[config.mk]
export PLATFORM = sky130hd
export DESIGN_NAME = iob_bank_bridge
export DESIGN_NICKNAME = d
export VERILOG_FILES = /design/src/rtl/iob_pkg.sv /design/src/rtl/iob_bank_reg.sv /design/src/rtl/iob_sram_ctl.sv /design/src/rtl/iob_din_mux.sv /design/src/rtl/iob_bank_bridge.sv
export SDC_FILE = /design/constraint.sdc
export NUM_CORES = 1
export LEC_CHECK = 0
export BUFFER_PORTS_ARGS = -buffer_cell sky130_fd_sc_hd__buf_2
export CORE_MARGIN = 1
export CORE_UTILIZATION = 31
export DETAILED_ROUTE_END_ITERATION = 8
export PLACE_DENSITY = 0.94
export SLEW_MARGIN = 20
export SYNTH_ARGS = -nofsm -noshare
export SYNTH_HDL_FRONTEND = slang
export SYNTH_SLANG_ARGS = --single-unit
[constraint.sdc]
create_clock -name clk -period 3.07 [get_ports clk]
set_input_delay 0.307 -clock clk [delete_from_list [all_inputs] [get_ports clk]]
set_output_delay 0.307 -clock clk [all_outputs]
set_load 0.01 [all_outputs]
[src/rtl/iob_pkg.sv]
package iob_pkg;
  localparam int PAGE_W = 4;

  typedef enum logic [1:0] {SRC_BUS, SRC_SRAM, SRC_IOB, SRC_SER} src_t;

  // Fixed-priority source choice for a CPU read cycle.
  function automatic src_t pick_src(input logic mem_rd, input logic io_rd,
                                    input logic iob_hit, input logic ser_claim);
    if (mem_rd)                  return SRC_SRAM;
    else if (io_rd && iob_hit)   return SRC_IOB;
    else if (io_rd && ser_claim) return SRC_SER;
    else                         return SRC_BUS;
  endfunction

  // SRAM page for a CPU address: bank page below 8000h, fixed page above.
  function automatic logic [PAGE_W-1:0] page_of(input logic a15,
                                                input logic [PAGE_W-1:0] bank,
                                                input logic [PAGE_W-1:0] high_pg);
    return a15 ? high_pg : bank;
  endfunction
endpackage

[src/rtl/iob_bank_reg.sv]
module iob_bank_reg #(
  parameter int BANK_W = 1
) (
  input  logic              clk,
  input  logic              rst_n,
  input  logic              io_wr,
  input  logic              port_hit,
  input  logic [7:0]        wdata,
  output logic [BANK_W-1:0] bank
);
  logic load;
  assign load = io_wr && port_hit;

  always_ff @(posedge clk) begin
    if (!rst_n)    bank <= '0;
    else if (load) bank <= wdata[BANK_W-1:0];
  end

  assert_bank_reset_R1: assert property (@(posedge clk)
    $rose(rst_n) |-> bank == '0);

  assert_bank_load_R3: assert property (@(posedge clk) disable iff (!rst_n)
    $past(load) && $past(rst_n) |-> bank == $past(wdata[BANK_W-1:0]));

  assert_bank_hold_R10: assert property (@(posedge clk) disable iff (!rst_n)
    $past(!load) && $past(rst_n) |-> $stable(bank));
endmodule

[src/rtl/iob_sram_ctl.sv]
module iob_sram_ctl (
  input  logic       clk,
  input  logic       rst_n,
  input  logic       mem_rd,
  input  logic       mem_wr,
  input  logic [7:0] cpu_dout,
  output logic       sram_ce_n,
  output logic       sram_oe_n,
  output logic       sram_we_n,
  output logic [7:0] sram_dq_out,
  output logic       sram_dq_oe
);
  logic rd_seen;
  logic rd_live;

  assign rd_live = mem_rd && !mem_wr;

  always_ff @(posedge clk) begin
    if (!rst_n) rd_seen <= 1'b0;
    else        rd_seen <= rd_live;
  end

  assign sram_we_n   = !mem_wr;
  assign sram_dq_oe  = mem_wr;
  assign sram_dq_out = cpu_dout;
  assign sram_oe_n   = !(rd_seen && rd_live);
  assign sram_ce_n   = !(mem_rd || mem_wr);

  assert_oe_after_release_R9: assert property (@(posedge clk) disable iff (!rst_n)
    !sram_oe_n |-> $past(!sram_dq_oe));

  assert_no_contention_R8: assert property (@(posedge clk) disable iff (!rst_n)
    sram_dq_oe |-> sram_oe_n);

  assert_oe_needs_chip_R11: assert property (@(posedge clk) disable iff (!rst_n)
    !sram_oe_n |-> !sram_ce_n);
endmodule

[src/rtl/iob_din_mux.sv]
module iob_din_mux
  import iob_pkg::*;
(
  input  logic       clk,
  input  logic       rst_n,
  input  logic       mem_rd,
  input  logic       io_rd,
  input  logic       iob_hit,
  input  logic       ser_claim,
  input  logic [7:0] sram_dq_in,
  input  logic [7:0] sw_in,
  input  logic [7:0] ser_rdata,
  input  logic [7:0] bus_din,
  output logic [7:0] cpu_din,
  output logic       bus_buf_en
);
  src_t src;
  logic onboard;

  assign src     = pick_src(mem_rd, io_rd, iob_hit, ser_claim);
  assign onboard = (src != SRC_BUS);

  always_comb begin
    unique case (src)
      SRC_SRAM: cpu_din = sram_dq_in;
      SRC_IOB:  cpu_din = sw_in;
      SRC_SER:  cpu_din = ser_rdata;
      default:  cpu_din = bus_din;
    endcase
  end

  assign bus_buf_en = (mem_rd || io_rd) && !onboard;

  assert_claim_blocks_bus_R6: assert property (@(posedge clk) disable iff (!rst_n)
    (io_rd && ser_claim) |-> !bus_buf_en);

  assert_switch_read_R2: assert property (@(posedge clk) disable iff (!rst_n)
    (io_rd && !mem_rd && iob_hit) |-> (cpu_din == sw_in && !bus_buf_en));
endmodule

[src/rtl/iob_bank_bridge.sv]
module iob_bank_bridge
  import iob_pkg::*;
#(
  parameter int          BANK_W    = 1,      // 1..3
  parameter logic [7:0]  IOB_PORT  = 8'h36,
  parameter logic [3:0]  HIGH_PAGE = 4'hF
) (
  input  logic        clk,
  input  logic        rst_n,
  input  logic [15:0] cpu_addr,
  input  logic [7:0]  cpu_dout,
  input  logic        mem_rd,
  input  logic        mem_wr,
  input  logic        io_rd,
  input  logic        io_wr,
  input  logic [7:0]  sw_in,
  input  logic [7:0]  bus_din,
  input  logic [7:0]  ser_rdata,
  input  logic        ser_claim,
  input  logic [7:0]  sram_dq_in,
  output logic [18:0] sram_addr,
  output logic        sram_ce_n,
  output logic        sram_oe_n,
  output logic        sram_we_n,
  output logic [7:0]  sram_dq_out,
  output logic        sram_dq_oe,
  output logic        bus_buf_en,
  output logic [7:0]  cpu_din,
  output logic        bank_led
);
  localparam int PAD_W = PAGE_W - BANK_W;

  logic              iob_hit;
  logic [BANK_W-1:0] bank;
  logic [PAGE_W-1:0] bank_pg;
  logic [PAGE_W-1:0] page;

  assign iob_hit = (cpu_addr[7:0] == IOB_PORT);

  iob_bank_reg #(.BANK_W(BANK_W)) u_bank (
    .clk(clk), .rst_n(rst_n), .io_wr(io_wr), .port_hit(iob_hit),
    .wdata(cpu_dout), .bank(bank)
  );

  assign bank_pg   = {{PAD_W{1'b0}}, bank};
  assign page      = page_of(cpu_addr[15], bank_pg, HIGH_PAGE);
  assign sram_addr = {page, cpu_addr[14:0]};
  assign bank_led  = (bank != '0);

  iob_sram_ctl u_ctl (
    .clk(clk), .rst_n(rst_n), .mem_rd(mem_rd), .mem_wr(mem_wr),
    .cpu_dout(cpu_dout), .sram_ce_n(sram_ce_n), .sram_oe_n(sram_oe_n),
    .sram_we_n(sram_we_n), .sram_dq_out(sram_dq_out), .sram_dq_oe(sram_dq_oe)
  );

  iob_din_mux u_mux (
    .clk(clk), .rst_n(rst_n), .mem_rd(mem_rd), .io_rd(io_rd),
    .iob_hit(iob_hit), .ser_claim(ser_claim), .sram_dq_in(sram_dq_in),
    .sw_in(sw_in), .ser_rdata(ser_rdata), .bus_din(bus_din),
    .cpu_din(cpu_din), .bus_buf_en(bus_buf_en)
  );

  assert_high_page_R4: assert property (@(posedge clk) disable iff (!rst_n)
    cpu_addr[15] |-> sram_addr[18:15] == HIGH_PAGE);

  assert_low_page_R3: assert property (@(posedge clk) disable iff (!rst_n)
    !cpu_addr[15] |-> (sram_addr[18:15] != HIGH_PAGE && bank_led == (sram_addr[18:15] != 4'd0)));
endmodule

==> results of run 1 <==
[registers in the layout, summed over array words and instances, names as in the netlist]
name	cells
u_bank.bank	1
u_ctl.rd_seen	1
[critical path, delay by kind of cell]
kind	cells	cell delay [ns]
AND/OR/NAND/NOR	1	0.23
multiplexers	1	0.26
buffers and inverters	2	0.25
AO/OA/AOI/OAI	2	0.66
[power by group through the flow]
stage	sequential, mW	combinational (mW)	clock, mW
after floorplan	0.0272	0.0805	0
after global placement	0.0272	0.106	0
after detailed placement	0.0272	0.108	0
after CTS	0.0269	0.108	0.0606
after global routing	0.0269	0.117	0.0652
final	0.0269	0.107	0.0574
[cells in the final DEF (no fill, tap or decap)]
cell | synthesis | routed
mux2i_1 | 1 | 1
a21o_1 | 1 | 1
and2_1 | 8 | 8
buf_2 | 1 | 75
o31ai_1 | 1 | 1
a221o_1 | 7 | 7
nand3_1 | 2 | 2
nand4bb_4 | 2 | 2
clkbuf_4 | 0 | 3
nor2b_1 | 3 | 3
and4bb_1 | 2 | 2
or2_2 | 1 | 1
mux2_2 | 7 | 7
and3_1 | 2 | 2
inv_1 | 3 | 3
nor2_1 | 1 | 1
o211a_4 | 1 | 1
dfxtp_1 | 2 | 2
o21ai_0 | 1 | 1
a222oi_1 | 1 | 1
a21oi_4 | 1 | 1
[stage by stage]
step           instances  cell area (sq um)  power, mW  utilization
2_1_floorplan         76                667      0.108            -
3_3_place_gp         149                865      0.133        0.432
3_5_place_dp         149                865      0.135        0.432
4_1_cts              152                887      0.195        0.443
5_1_grt              152                887      0.209        0.443
6_report             152                887      0.191        0.443
[worst min path at each step]
stage,endpoint,slack (ns),cells after the start
after CTS,u_bank.bank,0.30,2
after global placement,u_bank.bank,0.53,2
after detailed placement,u_bank.bank,0.53,2
final,u_bank.bank,0.31,2
after floorplan,u_bank.bank,0.44,1
after global routing,u_bank.bank,0.31,2
[layer usage]
layer | up-vias | track usage
met1 | 308 | 0.144
met3 | 0 | 0.0472
li1 | 349 | -
met4 | 0 | 0.0245
met2 | 42 | 0.279
met5 | - | 0
[layout make-up]
class                   count  area, sq um  share of cell area
clock buffers               3         22.5              0.0254
well taps                  27         33.8              0.0381
multi-input cells          42          404               0.456
flip-flops and latches      2         40.0              0.0451
repair buffers             75          375               0.423
inverters                   3         11.3              0.0127
[kinds of logic (layout without fill, tap and decap cells)]
kind of cell           after synthesis  in the layout
buffers and inverters               32             81
AO/OA/AOI/OAI                       13             13
AND/OR/NAND/NOR                     21             21
multiplexers                         8              8
flip-flops                           2              2
==> impl_metrics.py, run 1 <==
metrics = {
    "grt": {
        "overflow": 0,
        "grt_pass1_wl_um": 2670,
        "grt_max_degree": 14,
        "antenna_found_initial": 0,
        "grt_pass1_vias": 659,
        "track_usage": 0.142,
    },
    "sta": {
        "period_share": 0.654,
        "finClkSkew_ns": 0,
        "max_slew_margin": 0.801,
        "fmaxAchievable_mhz": 498,
        "setup_viol_count_final": 0,
        "setup_ws_ns": 1.06,
        "timing.hold.ws_ns": 0.307,
        "finalHoldViolations": 0,
        "rsz0062_at_grt": "false",
        "slew_viol_final": 0,
        "finalSetupTns_ns": 0,
        "worst_slew_pin_slew_ns": 0.298,
        "post-route-min-period_ns": 2.01,
    },
    "synthesis": {
        "yosys.area.top_type": "buf_4",
        "synthArstFlopShare": 0,
        "synth_area_leaders": "buf_4 (30%), mux2_2 (12%), a221o_1 (11%)",
        "synth_most_common_cell": "buf_4",
        "synth_top_family_by_area": "buffers and inverters",
        "ys.flop_type": "dfxtp_1",
        "yosys.area.top_type_share": 0.304,
        "syn-cell-area_sq_um": 667,
        "yosys.area_share.adder": 0,
        "post_synth_xor_area_fraction": 0,
        "synth_edf_count": 0,
        "synth_warnings": 0,
        "ys_seq_elements": 2,
        "synthMuxAreaShare": 0.133,
        "synth_compound_area_frac": 0.201,
        "yosys-top-cells-count": "buf_4 (27), and2_1 (8), a221o_1 (7), mux2_2 (7)",
        "avgSynthCellArea_sq_um": 8.77,
        "synth-seq-area-share": 0.0600,
        "synthSimpleGateAreaFrac": 0.272,
        "synth_nets": 139,
        "syn_inst": 76,
        "yosysUniqueCellTypes": 22,
    },
    "worst_setup_path": {
        "slowest_stage": "a221o_1",
        "r2r-start": "u_bank.bank",
        "arrival_ns": 1.70,
        "cp-endpoint": "cpu_din[0]",
        "critical_path_class": "input port to output pin",
        "crit_path_frequent_cell": "buf_2",
        "worstPathRequired_ns": 2.76,
        "rr_endpoint": "u_bank.bank",
        "crit_start": "cpu_addr[3]",
        "critPathMaxStageDelay_ns": 0.36,
        "end_kind": "output pin",
        "worst_setup_path_start_kind": "input port",
        "r2r_slack_ns": 2.45,
        "reg2reg_depth": 2,
        "crit_fanout": 7,
        "worstPathCellList": "buf_2 > nand4bb_4 > o211a_4 > a221o_1 > mux2_2 > buf_2",
    },
    "detailed_routing": {
        "drt-met1-wl_um": 678,
        "ant_nets": 0,
        "wl_met3_um": 128,
        "route.detailed.drc": 0,
        "wl_met2_um": 810,
        "vias": 699,
        "post_drt_wl_per_cell_um": 10.6,
        "vias_per_cell": 4.60,
        "first_iter_violations": 4,
        "wl_um": 1620,
        "first_pass_iters": 4,
        "highest_layer": "met3",
    },
    "clock_network": {
        "cts.sinks": 2,
        "clk_latency_ns": 0.22,
        "cts_setup_buffers": 0,
        "cts-resized-gates": 0,
        "hold_buffers": 0,
        "h-tree-depth": 1,
        "numCtsBuffers": 3,
        "cts-root-buf": "clkbuf_4",
        "cts_tree": "built",
        "clk_pin_slew_ns": 0.03,
        "cts.path.max_buffers": 2,
    },
    "finish": {
        "antennaDiodeCount": 0,
        "drive_above_1_share": 0.720,
        "fin_nets": 190,
        "syn2layout_area_growth_pct": 33.0,
        "n_fill_cell": 222,
    },
    "floorplan": {
        "io_pins": 104,
        "chipHeight_um": 48.4,
        "coreArea_sq_um": 2000,
        "dieArea_sq_um": 2340,
        "initial_core_util": 0.333,
        "die_w_um": 48.4,
        "row_count": 16,
    },
    "place": {
        "place_congestion": 0.702,
        "numPortBuffers": 75,
        "place_hpwl_um": 1390,
        "place_ws_ns": 1.05,
    },
    "pwr": {
        "peakVddDrop_mv": 0.189,
        "switching_share": 0.318,
        "p_sw_mw": 0.0609,
        "p_per_area_nw_per_um2": 216,
        "p_leak_nw": 0.497,
        "seqPwrFrac": 0.141,
        "pwr-share-clk": 0.300,
        "pwr-share-comb": 0.559,
        "p_int_mw": 0.130,
    },
    "min_path": {
        "min_from": "rst_n",
        "hold_class": "input port to flop",
    },
    "run": {
        "maxCapViolCount": 0,
    },
    "outcome": {
        "outcome": "complete, no violations",
    },
}
Note: power is estimated with default switching activity, not from simulation.
==> run 2: changes to the inputs <==
CORE_UTILIZATION = 26   (was 31)
PLACE_DENSITY = 0.85   (was 0.94)
clock period = 1.73 ns   (was 3.07 ns; I/O delays follow)
==> impl_metrics.py, run 2 (same netlist as run 1, synthesis figures left out) <==
metrics = {
    "sta": {
        "period_share": 0.984,
        "slew_viol_final": 0,
        "setup_viol_count_final": 0,
        "finalHoldViolations": 0,
        "post-route-min-period_ns": 1.70,
        "rsz0062_at_grt": "true",
        "setup_ws_ns": 0.0272,
        "finClkSkew_ns": 0,
        "max_slew_margin": 0.754,
        "fmaxAchievable_mhz": 587,
        "finalSetupTns_ns": 0,
        "worst_slew_pin_slew_ns": 0.368,
    },
    "finish": {
        "n_fill_cell": 227,
        "final_cell_count_no_fill": 158,
        "final_util": 0.449,
        "syn2layout_area_growth_pct": 56.1,
        "layout_commonest_cell": "buf_2",
        "reg.largest.list": "u_bank.bank x1, u_ctl.rd_seen x1",
        "antennaDiodeCount": 0,
        "final_cell_area_sq_um": 1040,
        "fin_nets": 195,
        "mostFrequentLayoutCells": "buf_2 (61), buf_6 (14), and2_1 (8)",
        "drive_above_1_share": 0.746,
    },
    "worst_setup_path": {
        "critPathMaxStageDelay_ns": 0.33,
        "cpLargestDelayFamily": "compound AO/OA/AOI/OAI gates",
        "worstPathCellList": "buf_6 > nand4bb_4 > o211a_4 > a221o_1 > mux2_4 > buf_6",
        "arrival_ns": 1.53,
        "crit_path_frequent_cell": "buf_6",
        "worst_setup_path_start_kind": "input port",
        "crit_fanout": 7,
        "end_kind": "output pin",
        "slowest_stage": "a221o_1",
        "critical_path_class": "input port to output pin",
        "worstPathRequired_ns": 1.56,
        "path_buf_inv": 2,
    },
    "clock_network": {
        "clk_pin_slew_ns": 0.03,
        "cts.path.max_buffers": 2,
        "cts_tree": "built",
        "numCtsBuffers": 3,
        "cts-root-buf": "clkbuf_4",
        "cts.sinks": 2,
        "h-tree-depth": 1,
        "clk_latency_ns": 0.22,
    },
    "min_path": {
        "hold_class": "input port to flop",
    },
    "floorplan": {
        "chipHeight_um": 52.6,
        "coreArea_sq_um": 2320,
        "io_pins": 104,
        "initial_core_util": 0.288,
        "die_w_um": 52.6,
        "dieArea_sq_um": 2770,
        "row_count": 17,
    },
    "grt": {
        "grt_pass1_vias": 723,
        "antenna_found_initial": 0,
        "track_usage": 0.141,
        "overflow": 0,
        "grt_max_degree": 13,
        "grt_pass1_wl_um": 2830,
    },
    "detailed_routing": {
        "wl_um": 2100,
        "ant_nets": 0,
        "first_iter_violations": 11,
        "first_pass_iters": 4,
        "route.detailed.drc": 0,
        "vias": 731,
        "vias_per_cell": 4.63,
        "post_drt_wl_per_cell_um": 13.3,
    },
    "place": {
        "numPortBuffers": 75,
        "place_hpwl_um": 1710,
        "placed_area_sq_um": 896,
        "place_ws_ns": -0.00106,
        "placedCellCount": 154,
        "place_congestion": 0.732,
    },
    "pwr": {
        "peakVddDrop_mv": 0.263,
        "p_per_area_nw_per_um2": 378,
        "p_leak_nw": 0.570,
    },
    "run": {
        "maxCapViolCount": 0,
    },
    "outcome": {
        "outcome": "complete, no violations",
    },
}
run 2: metal layers:
metal | vias up | part of all wire | wire length [um] | GRT usage
met5 | - | 0 | 0 | 0
met4 | 0 | 0.017 | 35 | 0.0833
met3 | 4 | 0.11 | 222 | 0.0319
met2 | 56 | 0.52 | 1080 | 0.268
met1 | 315 | 0.36 | 759 | 0.135
li1 | 356 | - | - | -
run 2: cell type report:
cell class | count | area (sq um) | share of cell area
clock buffer | 3 | 22.5 | 0.0216
sequential | 2 | 40.0 | 0.0385
inverter | 3 | 11.3 | 0.0108
tap | 28 | 35.0 | 0.0337
timing repair buffer | 80 | 500 | 0.481
multi-input combinational | 42 | 432 | 0.415
run 2: report_power, final:
part / internal [mW] / switching (mW)
Combinational: 0.149 / 0.0936
Clock: 0.0765 / 0.0258
Sequential: 0.0475 / 0.000325
Total: 0.273 / 0.120
run 2: timing repair:
item,CTS,global route
hold buffers,0,0
setup buffers,0,1
setup endpoints to repair,1,8
pin swaps,0,14
resized for setup,1,26
run 2: per-stage QoR:
| step | hold slack [ns] | power, mW |
|---|---|---|
| final | 0.179 | 0.393 |
| after CTS | 0.174 | 0.360 |
| after floorplan | 0.301 | 0.191 |
| after global placement | 0.346 | 0.244 |
| after detailed placement | 0.346 | 0.247 |
| after global routing | 0.196 | 0.426 |
run 2: worst paths after layout:
path,end,cells past startpoint,slack (ns),startpoint
worst max-delay path,cpu_din[6],6,0.03,cpu_addr[7]
worst min-delay path,u_bank.bank,2,0.18,rst_n
worst max register to register,u_bank.bank,2,1.12,u_bank.bank
worst min register to register,u_bank.bank,2,0.53,u_bank.bank
run 2: worst reg2reg max path, cell delays in order, from the launching register on:
cell and delay (ns):
dfxtp_1 0.30, mux2i_1 0.14, nor2b_1 0.06
==> run 3: changes to the inputs <==
ABC_AREA = 1   (was not set)
CORE_UTILIZATION = 25   (was 26)
CTS_CLUSTER_SIZE = 25   (was not set)
PLACE_DENSITY = 0.84   (was 0.85)
==> impl_metrics.py, run 3 <==
metrics = {
    "outcome": {
        "outcome": "complete, no violations",
    },
    "clock_network": {
        "numCtsBuffers": 3,
        "h-tree-depth": 1,
        "cts_tree": "built",
        "cts-root-buf": "clkbuf_4",
        "cts-resized-gates": 0,
        "clk_pin_slew_ns": 0.03,
        "clk_latency_ns": 0.22,
        "hold_buffers": 0,
        "cts.sinks": 2,
        "cts.path.max_buffers": 2,
        "cts_setup_buffers": 0,
    },
    "synthesis": {
        "syn_inst": 100,
        "synth_edf_count": 0,
        "yosys-top-cells-count": "buf_4 (27), nand3_1 (27), nand2_1 (9)",
        "ys_seq_elements": 2,
        "synth_nets": 163,
        "ys.flop_type": "dfxtp_1",
        "yosysUniqueCellTypes": 19,
        "syn-cell-area_sq_um": 637,
        "yosys.area.top_type_share": 0.318,
        "synth_warnings": 0,
        "yosys.area.top_type": "buf_4",
        "synth-seq-area-share": 0.0629,
        "synth_area_leaders": "buf_4 (32%), nand3_1 (21%), nand4_1 (7.9%)",
        "avgSynthCellArea_sq_um": 6.37,
        "synthArstFlopShare": 0,
    },
    "worst_setup_path": {
        "reg2reg_depth": 2,
        "worst_setup_path_start_kind": "input port",
        "end_kind": "output pin",
        "crit_fanout": 10,
        "worstPathRequired_ns": 1.56,
        "critical_path_class": "input port to output pin",
        "rr_endpoint": "u_bank.bank",
        "r2r-start": "u_bank.bank",
        "arrival_ns": 1.12,
        "r2r_slack_ns": 1.19,
    },
    "grt": {
        "use_met1": 0.169,
        "groute.layer.met2.usage": 0.232,
        "grt_busiest_layer": "met2",
        "grt_pass1_vias": 696,
        "antenna_found_initial": 0,
        "overflow": 0,
        "grt_pass1_wl_um": 2920,
        "track_usage": 0.143,
        "met3_usage": 0.0348,
        "grt_max_degree": 15,
    },
    "finish": {
        "layout_commonest_cell": "buf_2",
        "reg.largest.list": "u_bank.bank x1, u_ctl.rd_seen x1",
        "final_util": 0.375,
        "syn2layout_area_growth_pct": 35.4,
        "drive_above_1_share": 0.613,
        "fin_nets": 215,
        "mostFrequentLayoutCells": "buf_2 (75), nand3_1 (27), nand2_1 (9)",
        "antennaDiodeCount": 0,
    },
    "detailed_routing": {
        "wl_um": 1930,
        "vias_per_cell": 4.61,
        "vias": 820,
        "ant_nets": 0,
        "route.detailed.drc": 0,
        "first_pass_iters": 4,
        "first_iter_violations": 12,
        "post_drt_wl_per_cell_um": 10.8,
    },
    "pwr": {
        "p_per_area_nw_per_um2": 379,
        "p_leak_nw": 0.515,
        "total_power_mw": 0.326,
        "peakVddDrop_mv": 0.238,
    },
    "floorplan": {
        "io_pins": 104,
        "coreArea_sq_um": 2300,
        "dieArea_sq_um": 2750,
        "row_count": 17,
        "die_w_um": 52.5,
        "chipHeight_um": 52.5,
        "initial_core_util": 0.277,
    },
    "place": {
        "place_ws_ns": 0.431,
        "place_congestion": 0.645,
        "numPortBuffers": 75,
    },
    "sta": {
        "finalHoldViolations": 0,
        "max_slew_margin": 0.760,
        "finalSetupTns_ns": 0,
        "finClkSkew_ns": 0,
        "rsz0062_at_grt": "false",
        "setup_ws_ns": 0.438,
        "setup_viol_count_final": 0,
        "period_share": 0.747,
        "fmaxAchievable_mhz": 774,
        "post-route-min-period_ns": 1.29,
        "slew_viol_final": 0,
        "worst_slew_pin_slew_ns": 0.359,
    },
    "min_path": {
        "min_path_cells": 2,
        "min_to": "u_ctl.rd_seen",
        "min_from": "rst_n",
        "hold_class": "input port to flop",
    },
    "run": {
        "maxCapViolCount": 0,
    },
}
## run 3: changes by cell type after synthesis, moves of 7 or more
| cell | change |
|---|---|
| nand4_1 | +8 |
| nand3_1 | +25 |
| a221o_1 | -7 |
| and2_1 | -8 |
| mux2_2 | -7 |
| nand2_1 | +9 |
## run 3: logic make-up after synthesis
logic type             Yosys count  share of synthesized area
and+or+nand+nor                 58                      0.536
AOI/OAI and AO/OA                2                     0.0157
DFF                              2                     0.0629
buffers and inverters           38                      0.385
## run 3: where the power goes
part           switching [mW]  leakage [nW]  internal [mW]
combinational          0.0899         0.485         0.0850
clock                  0.0271        0.0138         0.0765
sequential           0.000292        0.0163         0.0475
## run 3: metrics by stage
| stage | instance area (sq um) | instances | hold slack [ns] |
|---|---|---|---|
| floorplan | 637 | 100 | 0.315 |
| global placement | 840 | 175 | 0.346 |
| detailed placement | 840 | 175 | 0.346 |
| CTS | 862 | 178 | 0.193 |
| global route | 862 | 178 | 0.227 |
| finish | 862 | 178 | 0.202 |
## run 3: layer usage
layer / share of wire / vias up
met4: 0.0052 / 0
met2: 0.47 / 45
met5: 0 / -
met3: 0.11 / 4
li1: - / 413
met1: 0.41 / 358
## run 3: cell type report
type	count	area (sq um)
Fill cell	280	1440
Timing Repair Buffer	75	375
Multi-Input combinational cell	60	352
Sequential cell	2	40.0
Inverter	10	37.5
Tap cell	28	35.0
Clock buffer	3	22.5
## run 3: worst max-delay path by stage
| stage | from | slack (ns) | cells after the start | to |
|---|---|---|---|---|
| 6_report | cpu_addr[6] | 0.44 | 9 | cpu_din[0] |
| 2_1_floorplan | cpu_addr[6] | 0.72 | 7 | cpu_din[0] |
| 4_1_cts | cpu_addr[6] | 0.43 | 9 | cpu_din[0] |
| 5_1_grt | cpu_addr[6] | 0.30 | 9 | cpu_din[4] |
| 3_3_place_gp | cpu_addr[6] | 0.45 | 9 | cpu_din[0] |
| 3_5_place_dp | cpu_addr[6] | 0.43 | 9 | cpu_din[0] |
## run 3: critical path, cell delays in order
cell and delay [ns]:
buf_2 0.10, inv_1 0.05, nand2_2 0.05, nor2_4 0.15
nand2_4 0.13, nor2_8 0.15, nand3_1 0.09, nand4_1 0.08
buf_2 0.13
